File: src/rtl/seg_xlate_pkg.sv
package seg_xlate_pkg;
    typedef enum logic [1:0] {ST_IDLE, ST_MEM, ST_RESP} xl_state_e;

    typedef enum logic [1:0] {
        FC_BOUND  = 2'd0,
        FC_ABSENT = 2'd1,
        FC_WPROT  = 2'd2,
        FC_RPROT  = 2'd3
    } fault_code_e;

    // Entry flag positions above the frame field
    localparam int PTE_FLAGS   = 3;
    localparam int ENTRY_SHIFT = 2;   // 4-byte entries
endpackage

File: src/rtl/seg_desc_file.sv
module seg_desc_file #(
    parameter int SEG_W  = 4,
    parameter int BASE_W = 24,
    parameter int LIM_W  = 9
) (
    input  logic              clk,
    input  logic              rst_n,
    input  logic              we,
    input  logic [SEG_W-1:0]  widx,
    input  logic [BASE_W-1:0] wbase,
    input  logic [LIM_W-1:0]  wlim,
    input  logic              wrd,
    input  logic              wwr,
    input  logic [SEG_W-1:0]  ridx,
    output logic [BASE_W-1:0] rbase,
    output logic [LIM_W-1:0]  rlim,
    output logic              rrd,
    output logic              rwr
);
    localparam int NSEG = 1 << SEG_W;

    logic [BASE_W-1:0] base_q [NSEG];
    logic [LIM_W-1:0]  lim_q  [NSEG];
    logic [NSEG-1:0]   rd_q;
    logic [NSEG-1:0]   wr_q;

    for (genvar g = 0; g < NSEG; g++) begin : g_ent
        always_ff @(posedge clk or negedge rst_n) begin
            if (!rst_n) begin
                base_q[g] <= '0;
                lim_q[g]  <= '0;
                rd_q[g]   <= 1'b0;
                wr_q[g]   <= 1'b0;
            end else if (we && (widx == SEG_W'(g))) begin
                base_q[g] <= wbase;
                lim_q[g]  <= wlim;
                rd_q[g]   <= wrd;
                wr_q[g]   <= wwr;
            end
        end
    end

    assign rbase = base_q[ridx];
    assign rlim  = lim_q[ridx];
    assign rrd   = rd_q[ridx];
    assign rwr   = wr_q[ridx];
endmodule

File: src/rtl/seg_pte_check.sv
module seg_pte_check
    import seg_xlate_pkg::*;
#(
    parameter int FRAME_W = 12
) (
    input  logic [FRAME_W+PTE_FLAGS-1:0] pte,
    input  logic                         is_write,
    input  logic                         seg_rd,
    input  logic                         seg_wr,
    output logic                         flt,
    output logic [1:0]                   code,
    output logic [FRAME_W-1:0]           frame
);
    logic present, pg_wr, pg_rd;

    always_comb begin
        present = pte[FRAME_W+2];
        pg_wr   = pte[FRAME_W+1];
        pg_rd   = pte[FRAME_W];
        frame   = pte[FRAME_W-1:0];
        flt     = 1'b1;
        code    = FC_ABSENT;
        if (!present) begin
            code = FC_ABSENT;
        end else if (is_write && !(seg_wr && pg_wr)) begin
            code = FC_WPROT;
        end else if (!is_write && !(seg_rd && pg_rd)) begin
            code = FC_RPROT;
        end else begin
            flt  = 1'b0;
            code = FC_BOUND;
        end
    end
endmodule

File: src/rtl/seg_xlate_top.sv
module seg_xlate_top
    import seg_xlate_pkg::*;
#(
    parameter int SEG_W   = 4,
    parameter int PAGE_W  = 8,
    parameter int OFF_W   = 12,
    parameter int FRAME_W = 12,
    parameter int PA_W    = 24
) (
    input  logic                            clk,
    input  logic                            rst_n,
    input  logic                            dsc_we,
    input  logic [SEG_W-1:0]                dsc_idx,
    input  logic [PA_W-1:0]                 dsc_base,
    input  logic [PAGE_W:0]                 dsc_limit,
    input  logic                            dsc_rd_ok,
    input  logic                            dsc_wr_ok,
    input  logic                            req_valid,
    input  logic                            req_write,
    input  logic [SEG_W+PAGE_W+OFF_W-1:0]   req_addr,
    output logic                            busy,
    output logic                            mem_req,
    output logic [PA_W-1:0]                 mem_addr,
    input  logic                            mem_valid,
    input  logic [FRAME_W+PTE_FLAGS-1:0]    mem_rdata,
    output logic                            done,
    output logic                            fault,
    output logic [1:0]                      fault_code,
    output logic [FRAME_W+OFF_W-1:0]        phys_addr
);
    localparam int LA_W   = SEG_W + PAGE_W + OFF_W;
    localparam int PHYS_W = FRAME_W + OFF_W;
    localparam int LIM_W  = PAGE_W + 1;

    typedef struct packed {
        xl_state_e          st;
        logic               wr;
        logic               seg_rd;
        logic               seg_wr;
        logic [OFF_W-1:0]   off;
        logic [PA_W-1:0]    maddr;
        logic               flt;
        logic [1:0]         code;
        logic [PHYS_W-1:0]  pa;
    } xl_reg_t;

    xl_reg_t r_q, r_d;

    // Address fields
    logic [SEG_W-1:0]  a_seg;
    logic [PAGE_W-1:0] a_page;
    logic [OFF_W-1:0]  a_off;
    assign a_seg  = req_addr[LA_W-1 -: SEG_W];
    assign a_page = req_addr[OFF_W +: PAGE_W];
    assign a_off  = req_addr[OFF_W-1:0];

    logic [PA_W-1:0]  d_base;
    logic [LIM_W-1:0] d_lim;
    logic             d_rd, d_wr;

    seg_desc_file #(.SEG_W(SEG_W), .BASE_W(PA_W), .LIM_W(LIM_W)) u_desc (
        .clk   (clk),
        .rst_n (rst_n),
        .we    (dsc_we),
        .widx  (dsc_idx),
        .wbase (dsc_base),
        .wlim  (dsc_limit),
        .wrd   (dsc_rd_ok),
        .wwr   (dsc_wr_ok),
        .ridx  (a_seg),
        .rbase (d_base),
        .rlim  (d_lim),
        .rrd   (d_rd),
        .rwr   (d_wr)
    );

    logic               c_flt;
    logic [1:0]         c_code;
    logic [FRAME_W-1:0] c_frame;

    seg_pte_check #(.FRAME_W(FRAME_W)) u_chk_pte (
        .pte      (mem_rdata),
        .is_write (r_q.wr),
        .seg_rd   (r_q.seg_rd),
        .seg_wr   (r_q.seg_wr),
        .flt      (c_flt),
        .code     (c_code),
        .frame    (c_frame)
    );

    always_comb begin
        r_d = r_q;
        unique case (r_q.st)
            ST_IDLE: begin
                if (req_valid) begin
                    r_d.wr     = req_write;
                    r_d.seg_rd = d_rd;
                    r_d.seg_wr = d_wr;
                    r_d.off    = a_off;
                    if ({1'b0, a_page} >= d_lim) begin
                        r_d.st   = ST_RESP;
                        r_d.flt  = 1'b1;
                        r_d.code = FC_BOUND;
                        r_d.pa   = '0;
                    end else begin
                        r_d.st    = ST_MEM;
                        r_d.maddr = d_base + (PA_W'(a_page) << ENTRY_SHIFT);
                    end
                end
            end
            ST_MEM: begin
                if (mem_valid) begin
                    r_d.st   = ST_RESP;
                    r_d.flt  = c_flt;
                    r_d.code = c_code;
                    r_d.pa   = c_flt ? '0 : {c_frame, r_q.off};
                end
            end
            ST_RESP: r_d.st = ST_IDLE;
            default: r_d.st = ST_IDLE;
        endcase
    end

    always_ff @(posedge clk or negedge rst_n) begin
        if (!rst_n) begin
            r_q <= '{st: ST_IDLE, default: '0};
        end else begin
            r_q <= r_d;
        end
    end

    assign busy       = (r_q.st != ST_IDLE);
    assign mem_req    = (r_q.st == ST_MEM);
    assign done       = (r_q.st == ST_RESP);
    assign mem_addr   = r_q.maddr;
    assign fault      = r_q.flt;
    assign fault_code = r_q.code;
    assign phys_addr  = r_q.pa;
endmodule

File: config.mk
export PLATFORM = sky130hd
export DESIGN_NAME = seg_xlate_top
export DESIGN_NICKNAME = d
export VERILOG_FILES = /design/src/rtl/seg_xlate_pkg.sv /design/src/rtl/seg_desc_file.sv /design/src/rtl/seg_pte_check.sv /design/src/rtl/seg_xlate_top.sv
export SDC_FILE = /design/constraint.sdc
export NUM_CORES = 1
export LEC_CHECK = 0
export BUFFER_PORTS_ARGS = -buffer_cell sky130_fd_sc_hd__buf_4
export CORE_ASPECT_RATIO = 1.4
export CORE_UTILIZATION = 35
export DETAILED_ROUTE_END_ITERATION = 12
export HOLD_SLACK_MARGIN = 0.12
export PLACE_DENSITY_LB_ADDON = 0.05
export SYNTH_ARGS = -nofsm -noshare
export SYNTH_HDL_FRONTEND = slang
export SYNTH_SLANG_ARGS = --single-unit
File: constraint.sdc
create_clock -name clk -period 10.05 [get_ports clk]
set_input_delay 1.005 -clock clk [delete_from_list [all_inputs] [get_ports clk]]
set_output_delay 1.005 -clock clk [all_outputs]
set_load 0.005 [all_outputs]
# --- After elaboration in Yosys (flattened, before gate mapping) ---
# Index checks and enable logic that the tools add are counted.
totals:
  ff_bits: 628
  inputBits: 84
  out_inout_bits: 54
  wordCells: 155
classes:
  add_sub_neg: 1
  n_lt_le_gt_ge: 3
  eq_ne: 20
  mux: 25
  n_bitwise: 2
  n_reduce_logical: 31
op_table:
  columns: ["op", "count"]
  rows:
  - ["$bmux W24 S4", 1]
  - ["$mux W24", 4]
  - ["$mux W68", 1]
  - ["$mux W27", 2]
  - ["$pmux W27 S2", 1]
  - ["$bmux W9 S4", 1]
  - ["$eq A4 B4 Y1 const B", 8]
  - ["$add A24 B10 Y24", 1]
  - ["$logic_and A1 B1 Y1", 20]
  - ["$mux W9", 2]
  - ["$eq A4 B3 Y1 const B", 4]
  - ["$mux W2", 5]
  - ["$ge A8 B9 Y1", 1]
  - ["$bmux W1 S4", 2]
  - ["$eq A4 B2 Y1 const B", 2]
  - ["$ge A5 B5 Y1 const B", 1]
  - ["$lt A4 B5 Y1 const B", 1]
  - ["$mux W1", 5]
  - ["$not A4 Y5", 1]
  - ["$eq A4 B1 Y1 const B", 1]
  - ["$logic_not A4 Y1", 1]
  - ["$ne A2 B2 Y1 const B", 2]
  - ["$pmux W2 S2", 1]
  - ["$reduce_and A2 Y1", 2]
  - ["other kinds (9)", 12]

# --- Depth between registers and ports, before layout ---
# Gate-level depths: netlist of the first run.
logic_depth:
  word_depth: 9
  ltp_mapped: 19
  depth_no_buf: 12

# --- Modules after synthesis ---
# A second synthesis of the first run with hierarchy kept.
unflattened:
  cells_unflattened: 1953
  hier_area_um2: 29220.5
modules_own_cells:
  columns: ["mod", "instances", "cells_each", "area_per_inst_um2", "seq_area_each_um2"]
  rows:
  - ["seg_desc_file", 1, 1529, 25181.7, 14013.4]
  - ["seg_xlate_top", 1, 406, 3895.0, 1701.6]
  - ["seg_pte_check", 1, 18, 143.9, 0.0]

# --- Least setup slack after synthesis of the first run ---
# Ideal clock, no wire load.
synth_path:
  kind: "input to register"
  from: "input port req_addr[20]"
  to: "register r_q (netlist bit mem_addr[18])"
  setup_time_ns: 0.125
  arrival_ns: 5.741
  required_ns: 9.925
  setup_slack_ns: 4.184
  stages: 17
  path_buffers: 6
  cell_sequence: "buf_6 buf_12 buf_12 buf_2 buf_2 buf_2 mux4_2 mux4_2 ha_1 fa_1 a21o_1 a21oi_1 o21ai_0 o41ai_1 nor3_2 xnor2_1 mux2_2"
synth_via:
  elab_chain_cells: 7
  word_cells_on_any_way: 11
  classes_between: "add/sub (1); order compare (1); mux (6); bitwise (2); reduce/logical (1)"
synth_lines:
  columns: ["element", "line_no", "rtl"]
  rows:
  - ["start, declared", "seg_xlate_top.sv:20", "input logic [SEG_W+PAGE_W+OFF_W-1:0] req_addr,"]
  - ["$not A4 Y5 (not written as such) *", "seg_desc_file.sv:43, seg_desc_file.sv:44", null]
  - ["branches (longest 6 deep; another with $add A24 B10 Y24)", null, null]
  - ["end signal, assigned", "seg_xlate_top.sv:128", "r_q <= r_d;"]
  - ["end, declared", "seg_xlate_top.sv:47", "xl_reg_t r_q, r_d;"]
# Every way passes the cells marked *. The select of a mux whose other input is x is not followed.
# A chain may end at the register's enable or synchronous reset.

# --- Worst setup path after layout of the first run ---
layout_path:
  from: "input port req_addr[20]"
  to: "register r_q (netlist bit mem_addr[23])"
# Same word-level chain as after synthesis.

==> results.json, run 1 <==
{
  "syn_to_final_growth_pct": 14.2,
  "critPathLaunchType": "input pin",
  "crit_path_cell_trace": "buf_8 > buf_4 > mux4_2 > mux4_2 > inv_1 > ha_1 > o21ai_0 > a22oi_1 > nand3_1 > a21oi_1 > nand2b_2 > nor2_1 > and4_1 > a211o_1",
  "postCtsSetupRepairBufs": 0,
  "synth_seq_area_share_pct": 54.5,
  "vias": 16100,
  "setup_total_negative_slack_ns": 0,
  "synth_enable_flop_cells": 0,
  "wirelength_mm": 80.5,
  "synth-seq-cells": 628,
  "max_stage_delay_ns": 0.80,
  "route.detailed.drc": 0,
  "dieWidth_um": 245,
  "hold_class": "in2async",
  "gp_congestion": 0.736,
  "mostFrequentLayoutCells": "628 x sky130_fd_sc_hd__dfrtp_1, 577 x sky130_fd_sc_hd__mux2_2, 168 x sky130_fd_sc_hd__buf_4",
  "design.final.nets": 2040,
  "grt_pass1_vias": 17600,
  "number_of_antenna_violations_at_the_first_check_in_global_routing": 5,
  "slew_margin_rel_pct": 23.8,
  "transition_at_the_pin_with_the_smallest_max_transition_slack_ns": 1.14,
  "chipHeight_um": 342,
  "clock_path_buffers": 3,
  "max_freq_mhz": 187,
  "placement_rows": 124,
  "congestion_overflow_gr": 0,
  "synth_cells": 1887,
  "routed_via_density": 5.26,
  "die_area_mm2": 0.0836,
  "timing.final.crit_share_pct": 53.3,
  "cts_inserted_buffers": 70,
  "synthArstFlopShare_pct": 100,
  "cts_tree": "done",
  "maxCapViolCount": 0,
  "design.portCount": 138,
  "cts-resized-gates": 0,
  "synth_largest_area_cell": "sky130_fd_sc_hd__dfrtp_1",
  "synth-warning-count": 0,
  "drt-initial-drc-count": 923,
  "total_power_w": 0.00760,
  "route.antenna.remaining_nets": 0,
  "cts_max_level": 3,
  "most_used_flip_flop_cell_after_synthesis": "sky130_fd_sc_hd__dfrtp_1",
  "critPathSlowestCell": "sky130_fd_sc_hd__buf_4",
  "syn_nets": 1988,
  "critical_path.endpoint_type": "register",
  "clock_skew_ns": 0.0220,
  "clockRootBuffer": "sky130_fd_sc_hd__clkbuf_16",
  "static_power_due_to_leakage_nw": 14.1,
  "syn_avg_cell_area_um2": 15.3,
  "crit_required_ns": 10.54,
  "drt_pre_antenna_iters": 4,
  "power_density_mw_per_mm2": 231,
  "grt_pass1_wl_mm": 121,
  "slew_violations": 0,
  "synthTopCellsByArea": "sky130_fd_sc_hd__dfrtp_1 54%, sky130_fd_sc_hd__mux2_2 23%, sky130_fd_sc_hd__mux4_2 11%",
  "finalHoldViolCount": 0,
  "clk-insertion-delay-late_ns": 0.62,
  "worstPathArrival_ns": 5.85,
  "path_class": "in2reg",
  "synth_largest_type_area_fraction_pct": 54.5,
  "place.port_buffers": 137,
  "place.detailed.hpwl_mm": 45.6,
  "syn_area_mm2": 0.0288,
  "cts.clk_slew.worst_paths_ns": 0.06,
  "vdd.ir_drop.worst_v": 0.000123,
  "worstPathMaxFanout": 45,
  "final_layout_size_suffix_gt1_share_pct": 51.5,
  "starting_density_of_the_core_pct": 35.3,
  "maximum_number_of_pins_on_one_net_before_global_route_repair": 90,
  "core-area_mm2": 0.0816,
  "r2r.worst_path.cells": 11,
  "final_util_pct": 40.4,
  "detail_route.wl_per_cell_um": 26.3,
  "rsz0062_at_grt": "false",
  "outcome": "finished clean",
  "critPathMostFrequentCell": "sky130_fd_sc_hd__mux4_2",
  "most_frequent_standard_cell_in_the_layout_excluding_fill_and_tap_cells": "sky130_fd_sc_hd__dfrtp_1",
  "tritoncts_num_sinks": 628,
  "cts.hold.buffers_added": 0,
  "setup-violations-final": 0,
  "synth.lib_cells_used.distinct": 55,
  "filler_cell_count": 7656,
  "finalCriticalPeriod_ns": 5.36,
  "global_route.usage.total_pct": 19.9
}
==> flip-flops by register name (all words and copies together) (netlist names) <==
name,cells
u_desc.base_q,384
u_desc.lim_q,144
mem_addr,24
phys_addr,24
r_q,17
u_desc.rd_q,16
u_desc.wr_q,16
fault_code,2
fault,1
==> routing by layer <==
| layer | part of all wire, % | track usage, % |
|---|---|---|
| met1 | 45 | 26.6 |
| met4 | 2.0 | 5.51 |
| met2 | 50 | 33.3 |
| met5 | 0.082 | 0 |
| met3 | 3.7 | 3.29 |
==> area by class of cell <==
type | count | area, µm² | share of cell area [%]
flip-flops and latches | 628 | 15700 | 47.7
multi-input cells | 1047 | 12100 | 36.9
clock buffers | 101 | 2060 | 6.27
repair buffers | 173 | 1340 | 4.08
well taps | 1071 | 1340 | 4.07
clock inverters | 20 | 249 | 0.756
inverters | 19 | 71.3 | 0.217
diodes | 1 | 2.50 | 0.00760
==> power breakdown <==
group | internal (W) | switching, W | leakage, nW
Clock | 0.00155 | 0.00105 | 1.14
Sequential | 0.00314 | 0.000315 | 7.75
Combinational | 0.000896 | 0.000641 | 5.25
==> worst max-delay path: cells and delay by family <==
kind            cells  cell delay, ns
buf+inv             3            1.34
simple gates        4            1.14
compound gates      4            1.12
mux                 2            1.06
fa+ha+maj           1            0.12
==> cells in the mapped netlist (3+ instances only) <==
| cell type | count |
|---|---|
| sky130_fd_sc_hd__a22oi_1 | 11 |
| sky130_fd_sc_hd__or3_1 | 3 |
| sky130_fd_sc_hd__clkbuf_1 | 104 |
| sky130_fd_sc_hd__buf_12 | 3 |
| sky130_fd_sc_hd__buf_2 | 15 |
| sky130_fd_sc_hd__buf_4 | 52 |
| sky130_fd_sc_hd__dfrtp_1 | 628 |
| sky130_fd_sc_hd__buf_1 | 15 |
| sky130_fd_sc_hd__mux4_1 | 23 |
| sky130_fd_sc_hd__nand3_1 | 7 |
| sky130_fd_sc_hd__a21o_1 | 3 |
| sky130_fd_sc_hd__xor2_1 | 7 |
| sky130_fd_sc_hd__a21oi_1 | 8 |
| sky130_fd_sc_hd__o21ai_0 | 45 |
| sky130_fd_sc_hd__mux4_2 | 136 |
| sky130_fd_sc_hd__mux2i_1 | 10 |
| sky130_fd_sc_hd__nand2b_1 | 7 |
| sky130_fd_sc_hd__nor2_1 | 21 |
| sky130_fd_sc_hd__buf_6 | 4 |
| sky130_fd_sc_hd__mux2_2 | 577 |
| sky130_fd_sc_hd__or2_2 | 3 |
| sky130_fd_sc_hd__nor3_1 | 5 |
| sky130_fd_sc_hd__o31ai_1 | 3 |
| sky130_fd_sc_hd__a221oi_1 | 8 |
| sky130_fd_sc_hd__a22o_1 | 4 |
| sky130_fd_sc_hd__nor2b_1 | 9 |
| sky130_fd_sc_hd__nand2_1 | 100 |
| sky130_fd_sc_hd__xnor2_1 | 9 |
| sky130_fd_sc_hd__ha_1 | 16 |
| sky130_fd_sc_hd__inv_1 | 18 |
==> per-stage QoR <==
step                      hold WS, ns  cells  setup slack, ns  cell area [µm²]
after detailed placement        0.472   2938             3.91            30600
after CTS                       0.358   3059             4.57            32900
after floorplan                 0.440   1887             4.18            28800
after global placement          0.463   2938             3.98            30600
after global routing            0.375   3059             4.31            32900
final                           0.354   3060             4.69            32900
==> worst paths after layout <==
kind | from | to | slack (ns)
max | req_addr[20] | mem_addr[23] | 4.69
min | rst_n | u_desc.base_q[113] | 0.35
max reg2reg | u_desc.lim_q[0] | mem_addr[23] | 5.80
min reg2reg | phys_addr[7] | phys_addr[7] | 0.48
max in group asynchronous | rst_n | u_desc.base_q[32] | 7.20
min in group clk | phys_addr[7] | phys_addr[7] | 0.48
==> kinds of logic after synthesis <==
kind of cell,after synthesis,synth area share (%)
mux,746,35.6
fa+ha+maj,17,0.764
simple gates,171,2.74
buf+inv,212,3.77
flops,628,54.5
compound gates,97,2.16
xor+xnor,16,0.486
Power figures use the tool's default switching activity.
==> run 2, diff against run 1 <==
- clock period: 10.05 -> 5 ns (I/O delays scaled with it)
==> results.json, run 2 (synthesis gave the netlist of run 1 again) <==
{
  "outcome": "finished clean",
  "finalHoldViolCount": 0,
  "place.detailed.hpwl_mm": 49.2,
  "route.antenna.remaining_nets": 0,
  "global_route.usage.total_pct": 19.8,
  "crit_required_ns": 5.49,
  "mostFrequentLayoutCells": "628 x sky130_fd_sc_hd__dfrtp_1, 577 x sky130_fd_sc_hd__mux2_2, 186 x sky130_fd_sc_hd__buf_4",
  "detail_route.wl_per_cell_um": 25.9,
  "core-area_mm2": 0.0816,
  "crit_path_cell_trace": "mux4_2 > mux4_2 > ha_1 > fa_1 > a21o_1 > a21oi_1 > o21ai_0 > o41ai_4 > nor3_2 > xnor2_1 > mux2_2",
  "largest_reg_flops": 384,
  "max_freq_mhz": 250,
  "tritoncts_num_sinks": 628,
  "die_area_mm2": 0.0836,
  "routed_via_density": 5.26,
  "largest_registers_ranked_by_flip_flop_count": "u_desc.base_q: 384 flops, u_desc.lim_q: 144 flops",
  "maximum_number_of_pins_on_one_net_before_global_route_repair": 135,
  "placement_rows": 124,
  "max_stage_delay_ns": 0.60,
  "congestion_overflow_gr": 0,
  "total_power_w": 0.0152,
  "cts_tree": "done",
  "hold_class": "in2reg",
  "grt.met2_usage_pct": 33.9,
  "drt-initial-drc-count": 764,
  "setup_total_negative_slack_ns": 0,
  "groute.layer.met1.usage_pct": 25.7,
  "most_frequent_standard_cell_in_the_layout_excluding_fill_and_tap_cells": "sky130_fd_sc_hd__dfrtp_1",
  "gp_congestion": 0.750,
  "dieWidth_um": 245,
  "path_class": "reg2reg",
  "grt_pass1_wl_mm": 121,
  "final_cell_count_no_fill": 3102,
  "design.portCount": 138,
  "antenna_cells": 0,
  "gr-usage-met3_pct": 2.84,
  "static_power_due_to_leakage_nw": 14.3,
  "grt_pass1_vias": 17500,
  "critical_path.endpoint_type": "register",
  "vias": 16300,
  "clock_skew_ns": 0.0229,
  "worstPathArrival_ns": 4.49,
  "timing.final.crit_share_pct": 80.0,
  "wirelength_mm": 80.3,
  "clockRootBuffer": "sky130_fd_sc_hd__clkbuf_16",
  "final_worst_hold_slack_ns": 0.161,
  "transition_at_the_pin_with_the_smallest_max_transition_slack_ns": 1.03,
  "critPathLaunchType": "register",
  "chipHeight_um": 342,
  "slew_margin_rel_pct": 31.3,
  "slew_violations": 0,
  "critPathMostFrequentCell": "sky130_fd_sc_hd__mux4_2",
  "setup-violations-final": 0,
  "cts.clk_slew.worst_paths_ns": 0.06,
  "cts_max_level": 3,
  "design.final.nets": 2084,
  "final_util_pct": 40.8,
  "critPathSlowestCell": "sky130_fd_sc_hd__o41ai_4",
  "number_of_antenna_violations_at_the_first_check_in_global_routing": 2,
  "clk-insertion-delay-late_ns": 0.61,
  "syn_to_final_growth_pct": 15.5,
  "finalCriticalPeriod_ns": 4.00,
  "grt_busiest_layer": "met2",
  "final_layout_size_suffix_gt1_share_pct": 51.2,
  "route.detailed.drc": 0,
  "cts_inserted_buffers": 68,
  "drt_pre_antenna_iters": 6,
  "cts-resized-gates": 0,
  "starting_density_of_the_core_pct": 35.3,
  "largest-register": "u_desc.base_q",
  "power_density_mw_per_mm2": 456,
  "place.port_buffers": 137,
  "maxCapViolCount": 0,
  "rsz0062_at_grt": "false",
  "worstPathMaxFanout": 7,
  "clock_path_buffers": 3,
  "vdd.ir_drop.worst_v": 0.000222,
  "placed_cells": 2963,
  "filler_cell_count": 7587
}
==> run 2: where the power goes <==
part           switching, W  internal, W
Combinational       0.00133      0.00186
Clock               0.00208      0.00299
Sequential         0.000616      0.00632
==> run 2: stage by stage <==
step                      cell area, µm²  setup slack, ns
final                              33300             1.00
after global routing               33300            0.797
after CTS                          33300            0.980
after detailed placement           30900            0.471
after global placement             30900            0.461
after floorplan                    28900           0.0721
==> run 2: layout make-up <==
class / count / area (µm²) / share of cell area [%]
Sequential cell: 628 / 15700 / 47.2
Multi-Input combinational cell: 1047 / 12200 / 36.5
Clock buffer: 106 / 2030 / 6.09
Timing Repair Buffer: 219 / 1830 / 5.49
Tap cell: 1071 / 1340 / 4.02
Clock inverter: 12 / 166 / 0.500
Inverter: 19 / 71.3 / 0.214
==> run 2: path summary, 6_finish.rpt <==
check                                   start  cells after the start           endpoint  slack (ns)
max reg2reg                u_desc.base_q[290]                     11       mem_addr[18]         1.0
max in group asynchronous               rst_n                      3  u_desc.base_q[69]        3.21
max                        u_desc.base_q[290]                     11       mem_addr[18]         1.0
min reg2reg                     phys_addr[17]                      2      phys_addr[17]        0.48
min                              mem_rdata[3]                      3      phys_addr[15]        0.16
min in group asynchronous               rst_n                      2  u_desc.base_q[90]        0.51
==> run 2: worst max-delay path: cells and delay by family (launching register included) <==
kind | cells | cell delay, ns
AO/OA/AOI/OAI | 4 | 1.32
adder cells (fa/ha/maj) | 2 | 0.67
AND/OR/NAND/NOR | 1 | 0.12
XOR/XNOR | 1 | 0.14
multiplexers | 3 | 1.23
flip-flops | 1 | 0.38
==> run 2: repair_timing <==
item | in CTS | in global routing
hold endpoints to repair | 108 | 0
setup buffers | 0 | 0
hold buffers | 21 | 0
==> run 2: layer usage <==
metal  up-vias  routed length, µm  part of all wire [%]
met1      8841              34600                    43
met2       283              40800                    51
li1       7096                  -                     -
met3        80               2920                   3.6
met5         -                 25                 0.031
met4         4               1950                   2.4
